$ cat src/rtl/fbs_pkg.sv
package fbs_pkg;
  localparam int unsigned NUM_BANKS = 2;

  typedef enum logic [1:0] {
    OP_PROG       = 2'b00,
    OP_SECT_ERASE = 2'b01,
    OP_BANK_ERASE = 2'b10,
    OP_NONE       = 2'b11
  } op_e;

  // Top bank only when both select bits are set
  function automatic logic top_bank_hit(input logic [1:0] sel);
    return &sel;
  endfunction

  function automatic logic is_erase(input op_e op);
    return (op == OP_SECT_ERASE) || (op == OP_BANK_ERASE);
  endfunction
endpackage

$ cat src/rtl/fbs_bank_ctl.sv
module fbs_bank_ctl
  import fbs_pkg::*;
#(
  parameter int unsigned WORD_W = 16,
  parameter int unsigned MEM_AW = 4
) (
  input  logic              clk_i,
  input  logic              rst_ni,
  input  logic              start_i,
  input  logic              done_i,
  input  logic              rd_hit_i,
  input  op_e               op_i,
  input  logic [MEM_AW-1:0] waddr_i,
  input  logic [WORD_W-1:0] wdata_i,
  output logic              busy_o,
  output logic              tog_o,
  output logic              poll_o,
  output logic              commit_o,
  output op_e               c_op_o,
  output logic [MEM_AW-1:0] c_addr_o,
  output logic [WORD_W-1:0] c_data_o
);
  logic              busy_q, tog_q, ref7_q;
  op_e               op_q;
  logic [MEM_AW-1:0] addr_q;
  logic [WORD_W-1:0] data_q;

  always_ff @(posedge clk_i or negedge rst_ni) begin
    if (!rst_ni) begin
      busy_q <= 1'b0;
      tog_q  <= 1'b0;
      ref7_q <= 1'b1;
      op_q   <= OP_NONE;
      addr_q <= '0;
      data_q <= '0;
    end else if (start_i) begin
      busy_q <= 1'b1;
      tog_q  <= 1'b0;
      ref7_q <= is_erase(op_i) ? 1'b1 : wdata_i[7];
      op_q   <= op_i;
      addr_q <= waddr_i;
      data_q <= wdata_i;
    end else if (busy_q) begin
      if (rd_hit_i) tog_q <= ~tog_q;
      if (done_i) busy_q <= 1'b0;
    end
  end

  assign busy_o   = busy_q;
  assign tog_o    = tog_q;
  assign poll_o   = ~ref7_q;
  assign commit_o = busy_q & done_i;
  assign c_op_o   = op_q;
  assign c_addr_o = addr_q;
  assign c_data_o = data_q;
endmodule

$ cat src/rtl/fbs_bank_array.sv
module fbs_bank_array
  import fbs_pkg::*;
#(
  parameter int unsigned WORD_W  = 16,
  parameter int unsigned MEM_AW  = 4,
  parameter int unsigned SECT_AW = 2
) (
  input  logic              clk_i,
  input  logic              rst_ni,
  input  logic              commit_i,
  input  op_e               op_i,
  input  logic [MEM_AW-1:0] addr_i,
  input  logic [WORD_W-1:0] data_i,
  input  logic [MEM_AW-1:0] raddr_i,
  output logic [WORD_W-1:0] rdata_o
);
  localparam int unsigned DEPTH = 2 ** MEM_AW;

  logic [WORD_W-1:0] mem_w [DEPTH];

  for (genvar w = 0; w < DEPTH; w++) begin : g_word
    localparam logic [MEM_AW-1:0] WADDR = MEM_AW'(w);
    logic [WORD_W-1:0] word_q;
    logic              word_hit, sect_hit;

    assign word_hit = (addr_i == WADDR);
    assign sect_hit = (addr_i[MEM_AW-1:SECT_AW] == WADDR[MEM_AW-1:SECT_AW]);

    always_ff @(posedge clk_i or negedge rst_ni) begin
      if (!rst_ni) begin
        word_q <= '1;
      end else if (commit_i) begin
        unique case (op_i)
          OP_PROG:       if (word_hit) word_q <= word_q & data_i;
          OP_SECT_ERASE: if (sect_hit) word_q <= '1;
          OP_BANK_ERASE: word_q <= '1;
          default:       ;
        endcase
      end
    end

    assign mem_w[w] = word_q;
  end

  assign rdata_o = mem_w[raddr_i];
endmodule

$ cat src/rtl/fbs_read_mux.sv
module fbs_read_mux #(
  parameter int unsigned WORD_W     = 16,
  parameter logic [15:0] MAKER_ID   = 16'h00C3,
  parameter logic [15:0] DEV_ID_MAIN = 16'h22A1,
  parameter logic [15:0] DEV_ID_TOP  = 16'h22B4
) (
  input  logic              id_ok_i,
  input  logic              top_i,
  input  logic              addr_lsb_i,
  input  logic              busy_i,
  input  logic              poll_i,
  input  logic              tog_i,
  input  logic [WORD_W-1:0] arr_i,
  output logic [WORD_W-1:0] word_o
);
  always_comb begin
    word_o = arr_i;
    if (id_ok_i) begin
      if (!addr_lsb_i)  word_o = WORD_W'(MAKER_ID);
      else if (top_i)   word_o = WORD_W'(DEV_ID_TOP);
      else              word_o = WORD_W'(DEV_ID_MAIN);
    end else if (busy_i) begin
      word_o    = '0;
      word_o[7] = poll_i;
      word_o[6] = tog_i;
    end
  end
endmodule

$ cat src/rtl/dual_bank_status_resp.sv
module dual_bank_status_resp
  import fbs_pkg::*;
#(
  parameter int unsigned ADDR_W      = 20,
  parameter int unsigned WORD_W      = 16,
  parameter int unsigned MEM_AW      = 4,
  parameter int unsigned SECT_AW     = 2,
  parameter logic [15:0] MAKER_ID    = 16'h00C3,
  parameter logic [15:0] DEV_ID_MAIN = 16'h22A1,
  parameter logic [15:0] DEV_ID_TOP  = 16'h22B4
) (
  input  logic              clk_i,
  input  logic              rst_ni,
  input  logic              rd_en_i,
  input  logic              id_rd_i,
  input  logic [ADDR_W-1:0] rd_addr_i,
  input  logic [1:0]        start_i,
  input  logic [1:0]        done_i,
  input  logic [1:0]        wr_op_i,
  input  logic [ADDR_W-1:0] wr_addr_i,
  input  logic [WORD_W-1:0] wr_data_i,
  output logic [WORD_W-1:0] rd_data_o,
  output logic              rd_valid_o,
  output logic              rb_o,
  output logic              rb_oe_o
);
  logic [NUM_BANKS-1:0] busy_q, start_acc, rd_hit, tog_w, poll_w, commit_w;
  op_e                  c_op   [NUM_BANKS];
  logic [MEM_AW-1:0]    c_addr [NUM_BANKS];
  logic [WORD_W-1:0]    c_data [NUM_BANKS];
  logic [WORD_W-1:0]    arr_rd [NUM_BANKS];
  logic                 rd_bank, any_busy, id_ok;
  logic [WORD_W-1:0]    rd_word, rd_data_q;
  logic                 rd_valid_q;
  logic                 unused_addr;

  assign rd_bank  = top_bank_hit(rd_addr_i[ADDR_W-1 -: 2]);
  assign any_busy = |busy_q;
  assign id_ok    = id_rd_i & ~any_busy;

  // Main bank wins a simultaneous start; nothing starts while busy
  assign start_acc[0] = start_i[0] & ~any_busy;
  assign start_acc[1] = start_i[1] & ~start_i[0] & ~any_busy;

  for (genvar b = 0; b < NUM_BANKS; b++) begin : g_bank
    assign rd_hit[b] = rd_en_i & ~id_ok & (rd_bank == b[0]);

    fbs_bank_ctl #(.WORD_W(WORD_W), .MEM_AW(MEM_AW)) u_ctl (
      .clk_i    (clk_i),
      .rst_ni   (rst_ni),
      .start_i  (start_acc[b]),
      .done_i   (done_i[b]),
      .rd_hit_i (rd_hit[b]),
      .op_i     (op_e'(wr_op_i)),
      .waddr_i  (wr_addr_i[MEM_AW-1:0]),
      .wdata_i  (wr_data_i),
      .busy_o   (busy_q[b]),
      .tog_o    (tog_w[b]),
      .poll_o   (poll_w[b]),
      .commit_o (commit_w[b]),
      .c_op_o   (c_op[b]),
      .c_addr_o (c_addr[b]),
      .c_data_o (c_data[b])
    );

    fbs_bank_array #(.WORD_W(WORD_W), .MEM_AW(MEM_AW), .SECT_AW(SECT_AW)) u_arr (
      .clk_i    (clk_i),
      .rst_ni   (rst_ni),
      .commit_i (commit_w[b]),
      .op_i     (c_op[b]),
      .addr_i   (c_addr[b]),
      .data_i   (c_data[b]),
      .raddr_i  (rd_addr_i[MEM_AW-1:0]),
      .rdata_o  (arr_rd[b])
    );
  end

  fbs_read_mux #(
    .WORD_W(WORD_W), .MAKER_ID(MAKER_ID),
    .DEV_ID_MAIN(DEV_ID_MAIN), .DEV_ID_TOP(DEV_ID_TOP)
  ) u_mux (
    .id_ok_i    (id_ok),
    .top_i      (rd_bank),
    .addr_lsb_i (rd_addr_i[0]),
    .busy_i     (busy_q[rd_bank]),
    .poll_i     (poll_w[rd_bank]),
    .tog_i      (tog_w[rd_bank]),
    .arr_i      (arr_rd[rd_bank]),
    .word_o     (rd_word)
  );

  always_ff @(posedge clk_i or negedge rst_ni) begin
    if (!rst_ni) begin
      rd_valid_q <= 1'b0;
      rd_data_q  <= '0;
    end else begin
      rd_valid_q <= rd_en_i;
      rd_data_q  <= rd_en_i ? rd_word : '0;
    end
  end

  assign rd_valid_o  = rd_valid_q;
  assign rd_data_o   = rd_data_q;
  assign rb_o        = 1'b0;
  assign rb_oe_o     = any_busy;
  assign unused_addr = ^{rd_addr_i[ADDR_W-3:MEM_AW], wr_addr_i[ADDR_W-1:MEM_AW]};
endmodule

$ cat config.mk
export PLATFORM = sky130hd
export DESIGN_NAME = dual_bank_status_resp
export DESIGN_NICKNAME = d
export VERILOG_FILES = /design/src/rtl/fbs_pkg.sv /design/src/rtl/fbs_bank_ctl.sv /design/src/rtl/fbs_bank_array.sv /design/src/rtl/fbs_read_mux.sv /design/src/rtl/dual_bank_status_resp.sv
export SDC_FILE = /design/constraint.sdc
export NUM_CORES = 1
export LEC_CHECK = 0
export BUFFER_PORTS_ARGS = -buffer_cell sky130_fd_sc_hd__buf_4
export CORE_UTILIZATION = 40
export DETAILED_ROUTE_END_ITERATION = 8
export PLACE_DENSITY = 0.52
export SLEW_MARGIN = 20
export SYNTH_ARGS = -nofsm -noshare
export SYNTH_HDL_FRONTEND = slang
export SYNTH_HIERARCHICAL = 1
export SYNTH_SLANG_ARGS = --single-unit
$ cat constraint.sdc
create_clock -name clk_i -period 3.3 [get_ports clk_i]
set_input_delay 0.66 -clock clk_i [delete_from_list [all_inputs] [get_ports clk_i]]
set_output_delay 0.66 -clock clk_i [all_outputs]
set_load 0.02 [all_outputs]
==> results of run 1 <==
[placed cells by master, fill, tap and decap left out, drive strengths merged, types with 31 or more instances in the layout]
master  instances
a22oi          64
buf           144
clkbuf        111
dfrtp          61
dfstp         518
mux2           63
mux4          128
nand2         548
o21ai         514
or2            31
[worst max-delay path, stage by stage, from the launching register on]
cell and delay [ns]:
dfstp_2 0.57, ha_1 0.17, nand2b_1 0.50, a221o_1 0.74, or2_2 0.50, nand2_1 0.11
[kinds of logic (layout without fill, tap and decap cells)]
group                    after synthesis  in the layout  share of synthesized area (%)
XOR/XNOR                               2              2                         0.0661
multiplexers                         193            193                           14.3
AND/OR/NAND/NOR                      665            665                           11.0
adder cells (fa/ha/maj)                6              6                          0.283
AO/OA/AOI/OAI                        628            628                           13.3
buffers and inverters                218            280                           3.96
other                                  1              1                         0.0141
flip-flops                           579            579                           57.1
[where the power goes]
group | total [µW] | leakage [µW] | internal (µW) | switching (µW)
Clock | 7390 | 0.00108 | 4460 | 2930
Combinational | 8040 | 0.00578 | 3770 | 4270
Sequential | 15400 | 0.00618 | 12700 | 2660
[registers in the layout (all words and copies together), names as in the netlist]
name and count:
g_bank.u_arr/g_word.word_q 512, g_bank.u_ctl/busy_o 2, g_bank.u_ctl/c_addr_o 8, g_bank.u_ctl/c_data_o 32, g_bank.u_ctl/c_op_o 4, g_bank.u_ctl/ref7_q 2
g_bank.u_ctl/tog_o 2, rd_data_o 16, rd_valid_o 1
[worst min path at each step]
stage                                                                   to  slack, ns  cells after the start
after floorplan                           g_bank[0].u_ctl/busy_o$_DFF_PN0_       0.36                      0
final                                              rd_data_o[15]$_DFF_PN0_       0.05                      1
after detailed placement   g_bank[0].u_arr/g_word[2].word_q[5]$_DFFE_PN1P_       0.47                      2
after global placement    g_bank[0].u_arr/g_word[8].word_q[14]$_DFFE_PN1P_       0.46                      2
after global routing                               rd_data_o[15]$_DFF_PN0_       0.07                      1
after CTS                                g_bank[1].u_ctl/tog_o$_DFFE_PN0P_       0.06                      1
[per-layer routing]
| metal | global-route usage [%] | up-vias |
|---|---|---|
| met5 | 0 | - |
| met4 | 7.96 | 0 |
| met3 | 4.63 | 131 |
| met2 | 38.5 | 529 |
| met1 | 31.2 | 9488 |
| li1 | - | 8082 |
[cell type report]
cell class / count / area [µm²]
flip-flops and latches: 579 / 15100
clock inverters: 10 / 104
fillers: 6018 / 35500
repair buffers: 144 / 1310
well taps: 864 / 1080
inverters: 15 / 56.3
multi-input cells: 1495 / 10300
clock buffers: 111 / 2090
[per-stage QoR]
step / worst slack, ns / power, µW
floorplan: 0.304 / 20400
global placement: 0.207 / 23000
detailed placement: 0.226 / 23500
CTS: 0.638 / 31000
global route: 0.453 / 32700
finish: 0.599 / 30800
==> flow_metrics.py, run 1 <==
metrics = {
    "timing": {
        "final_max_slew_viol_count": 0,
        "fin_crit_ns": 2.70,
        "report.final.hold_viol_count": 0,
        "whs_ns": 0.0495,
        "finalCritPeriodShare_pct": 81.8,
        "skew_ns": 0.0169,
        "worst_pin_slew_ns": 1.11,
        "clock.fmax_ghz": 0.370,
        "setup-violations-final": 0,
        "finalSetupTns_ns": 0,
        "rsz0062_at_grt": "false",
        "relSlewSlack_pct": 25.8,
    },
    "global_route": {
        "overflow": 0,
        "grt_pass1_vias": 18700,
        "grt_start_max_net_pins": 86,
        "grt_usage_pct": 23.5,
        "grt_pass1_wl_um": 119000,
        "antenna_found_initial": 0,
    },
    "power": {
        "leakage_uw": 0.0130,
        "ir_drop_uv": 372,
        "p_per_area_mw_per_mm2": 1020,
    },
    "synthesis": {
        "synth_flop_cell": "dfstp_2",
        "synth_top_area_share_pct": 51.3,
        "yosysTopAreaCell": "dfstp_2",
        "synthArstFlopShare_pct": 100,
        "synth_area_leaders": "dfstp_2, mux4_2, o21ai_0",
        "synth.most_common_cell": "nand2_1",
        "syn_inst": 2292,
        "yosys-top-cells-count": "nand2_1, dfstp_2, o21ai_0",
        "synth.cell_area_mm2": 0.0265,
        "syn_nets": 2364,
        "synth_seq_area_share_pct": 57.1,
        "synthDistinctLibCells": 48,
        "synth_seq_cells": 579,
        "avgSynthCellArea_um2": 11.6,
        "synth_edf_count": 0,
        "yosysWarnings": 6,
    },
    "worst_setup_path": {
        "cp-end-kind": "register",
        "critical_path_arrival_ns": 3.20,
        "crit_path_start_kind": "register",
        "endpoint": "g_bank[1].u_arr/g_word[7].word_q[10]$_DFFE_PN1P_",
        "rr_startpoint": "g_bank[1].u_ctl/c_op_o[0]$_DFFE_PN1P_",
        "crit_path_max_fanout": 17,
        "r2r_end": "g_bank[1].u_arr/g_word[7].word_q[10]$_DFFE_PN1P_",
        "r2r_cells": 5,
        "required_ns": 3.80,
        "critPathKind": "reg2reg",
        "r2r_slack_ns": 0.60,
        "startpoint": "g_bank[1].u_ctl/c_op_o[0]$_DFFE_PN1P_",
    },
    "drt": {
        "top_layer_used": "met4",
        "drt_iter0_drc": 1467,
        "wirelength_met1_um": 33000,
        "antenna_left": 0,
        "via_per_inst": 5.67,
        "vias": 18200,
        "dr.pass1.iters": 6,
        "wl_met3_um": 4530,
        "wl_met2_um": 38000,
        "drt_wl_total_um": 77900,
        "post-route-drc-count": 0,
        "wl_per_cell_um": 24.2,
    },
    "floorplanning": {
        "die_y_um": 259,
        "num_rows": 94,
        "die_x_um": 259,
        "start_util_pct": 40.4,
        "core_mm2": 0.0656,
        "fp.dieArea_mm2": 0.0673,
        "io-pin-count": 85,
    },
    "cts": {
        "cts_hold_buf": 0,
        "h-tree-depth": 3,
        "cts.sinks": 579,
        "clockBufferDepth": 3,
        "cts_tree": "yes",
        "cts_resized": 0,
        "root_buffer": "clkbuf_16",
        "cts_setup_buffers": 0,
        "path_clk_slew_ns": 0.06,
        "clock_latency_ns": 0.60,
        "cts_buffers": 67,
    },
    "placement": {
        "hpwl_um": 49700,
        "place_inst": 3097,
        "placed_cell_area_mm2": 0.0279,
        "globalplace.congestion": 0.808,
        "io_buffers": 53,
    },
    "final_layout": {
        "nNetsFinal": 2374,
        "finalNonFillerCells": 3218,
        "num_antenna_cells": 0,
        "design_area_mm2": 0.0301,
        "drive_gt1_share_pct": 41.6,
        "synthToLayoutAreaGrowth_pct": 13.6,
        "post-route-util_pct": 45.9,
    },
    "job": {
        "maxCapViolCount": 0,
    },
    "status": {
        "status": "finished, final reports clean",
    },
    "hold_path": {
        "min_path_type": "in2async",
    },
}
Note: power is estimated with default switching activity, not from simulation.
==> run 2, diff against run 1 <==
==> constraint.sdc (replaced) <==
create_clock -name clk_i -period 2.7 [get_ports clk_i]
set_input_delay 0.54 -clock clk_i [delete_from_list [all_inputs] [get_ports clk_i]]
set_output_delay 0.54 -clock clk_i [all_outputs]
set_load 0.02 [all_outputs]
==> flow_metrics.py, run 2 (synthesis gave the netlist of run 1 again) <==
metrics = {
    "cts": {
        "cts_hold_buf": 1,
        "cts_setup_buffers": 0,
        "root_buffer": "clkbuf_16",
        "h-tree-depth": 3,
        "clock_latency_ns": 0.61,
        "clockBufferDepth": 3,
        "cts_tree": "yes",
        "path_clk_slew_ns": 0.06,
        "cts_resized": 0,
        "cts_buffers": 66,
        "cts.sinks": 579,
    },
    "global_route": {
        "grt_usage_pct": 23.0,
        "antenna_found_initial": 1,
        "met3_usage_pct": 3.24,
        "grt_pass1_wl_um": 118000,
        "overflow": 0,
        "grtUsageMet2_pct": 38.3,
        "grt_pass1_vias": 19000,
        "top_usage_layer": "met2",
        "grt_start_max_net_pins": 68,
        "use_met1_pct": 30.9,
    },
    "floorplanning": {
        "num_rows": 94,
        "die_y_um": 259,
        "io-pin-count": 85,
        "fp.dieArea_mm2": 0.0673,
        "core_mm2": 0.0656,
        "die_x_um": 259,
        "start_util_pct": 40.4,
    },
    "hold_path": {
        "min_path_type": "in2reg",
    },
    "final_layout": {
        "largest_reg_flops": 512,
        "drive_gt1_share_pct": 43.1,
        "final_cell_mix": "nand2_1, dfstp_2, o21ai_0",
        "layout.cells.most_common": "nand2_1",
        "nNetsFinal": 2415,
        "top_register": "g_bank.u_arr/g_word.word_q",
        "synthToLayoutAreaGrowth_pct": 15.9,
        "num_antenna_cells": 0,
    },
    "worst_setup_path": {
        "critPathKind": "reg2reg",
        "crit_path_start_kind": "register",
        "cp-end-kind": "register",
        "crit_path_max_fanout": 16,
        "critical_path_arrival_ns": 2.90,
        "required_ns": 3.18,
    },
    "job": {
        "maxCapViolCount": 0,
    },
    "drt": {
        "drt_wl_total_um": 75600,
        "antenna_left": 0,
        "dr.pass1.iters": 5,
        "via_per_inst": 5.72,
        "post-route-drc-count": 0,
        "wl_per_cell_um": 23.2,
        "drt_iter0_drc": 1372,
        "vias": 18600,
    },
    "timing": {
        "whs_ns": 0.179,
        "finalCritPeriodShare_pct": 89.6,
        "skew_ns": 0.0201,
        "setup-violations-final": 0,
        "clock.fmax_ghz": 0.414,
        "fin_crit_ns": 2.42,
        "finalSetupTns_ns": 0,
        "report.final.hold_viol_count": 0,
        "worst_pin_slew_ns": 0.926,
        "rsz0062_at_grt": "false",
        "relSlewSlack_pct": 38.1,
        "final_max_slew_viol_count": 0,
    },
    "power": {
        "pwr-share-comb_pct": 25.6,
        "p_per_area_mw_per_mm2": 1250,
        "leakage_uw": 0.0134,
        "power_frac_seq_pct": 48.6,
        "intPower_uw": 26600,
        "power_frac_clock_pct": 25.8,
        "ir_drop_uv": 576,
        "power_switching_uw": 11900,
        "p_sw_share_pct": 30.9,
    },
    "placement": {
        "io_buffers": 53,
        "globalplace.congestion": 0.799,
        "hpwl_um": 49900,
    },
    "status": {
        "status": "finished, final reports clean",
    },
}
## run 2: cell types whose count changed in the layout (fill, tap and decap cells not counted)
| cell | before | now |
|---|---|---|
| dlygate4sd3_1 | 0 | 1 |
| clkbuf_1 | 24 | 10 |
| clkbuf_8 | 16 | 13 |
| clkinv_4 | 0 | 1 |
| clkinvlp_4 | 0 | 3 |
| bufinv_16 | 2 | 12 |
| buf_4 | 124 | 160 |
| buf_12 | 17 | 22 |
## run 2: layer usage
metal / wire length (µm) / vias up
met2: 37400 / 455
li1: - / 8180
met5: 0 / -
met1: 33000 / 9877
met3: 3330 / 112
met4: 1920 / 0
## run 2: power groups by stage
stage          Sequential (µW)  Combinational [µW]  Clock [µW]
2_1_floorplan            17100                7830           0
3_3_place_gp             18500                9490           0
3_5_place_dp             18700                9840           0
4_1_cts                  18700                9870       10200
5_1_grt                  19300               11000       10500
6_report                 18700                9850        9910
## run 2: worst paths after layout
check	startpoint	slack, ns	cells after the start	to
max	g_bank[0].u_ctl/c_op_o[0]$_DFFE_PN1P_	0.28	5	g_bank[0].u_arr/g_word[5].word_q[1]$_DFFE_PN1P_
min	wr_data_i[10]	0.18	2	g_bank[0].u_ctl/c_data_o[10]$_DFFE_PN0P_
max reg2reg	g_bank[0].u_ctl/c_op_o[0]$_DFFE_PN1P_	0.28	5	g_bank[0].u_arr/g_word[5].word_q[1]$_DFFE_PN1P_
min reg2reg	g_bank[0].u_arr/g_word[14].word_q[0]$_DFFE_PN1P_	0.48	2	g_bank[0].u_arr/g_word[14].word_q[0]$_DFFE_PN1P_
max in group asynchronous	rst_ni	1.29	3	g_bank[1].u_arr/g_word[11].word_q[11]$_DFFE_PN1P_
min in group asynchronous	rst_ni	0.54	2	rd_data_o[3]$_DFF_PN0_
## run 2: worst max-delay path: stages (launching register included)
cell and delay (ns):
dfstp_2 0.57, ha_1 0.17, nand2b_1 0.47, a221o_1 0.25, or2_1 0.71, nand2_1 0.13
## run 2: through the flow
step	cell area [µm²]	cells	setup WS, ns	util (%)	total power (µW)
2_1_floorplan	26500	2292	0.0624	-	24900
3_3_place_gp	28300	3138	-0.196	43.1	28000
3_5_place_dp	28300	3138	-0.191	43.1	28600
4_1_cts	30700	3257	0.276	46.8	38700
5_1_grt	30700	3257	0.158	46.8	40800
6_report	30700	3257	0.282	46.8	38400
## run 2: layout make-up
| cell class | count | area [µm²] |
|---|---|---|
| multi-input combinational | 1495 | 10300 |
| tap | 864 | 1080 |
| sequential | 579 | 15100 |
| clock buffer | 94 | 1990 |
| timing repair buffer | 186 | 1690 |
| inverter | 15 | 56.3 |
| fill | 5876 | 34900 |
| clock inverter | 24 | 435 |
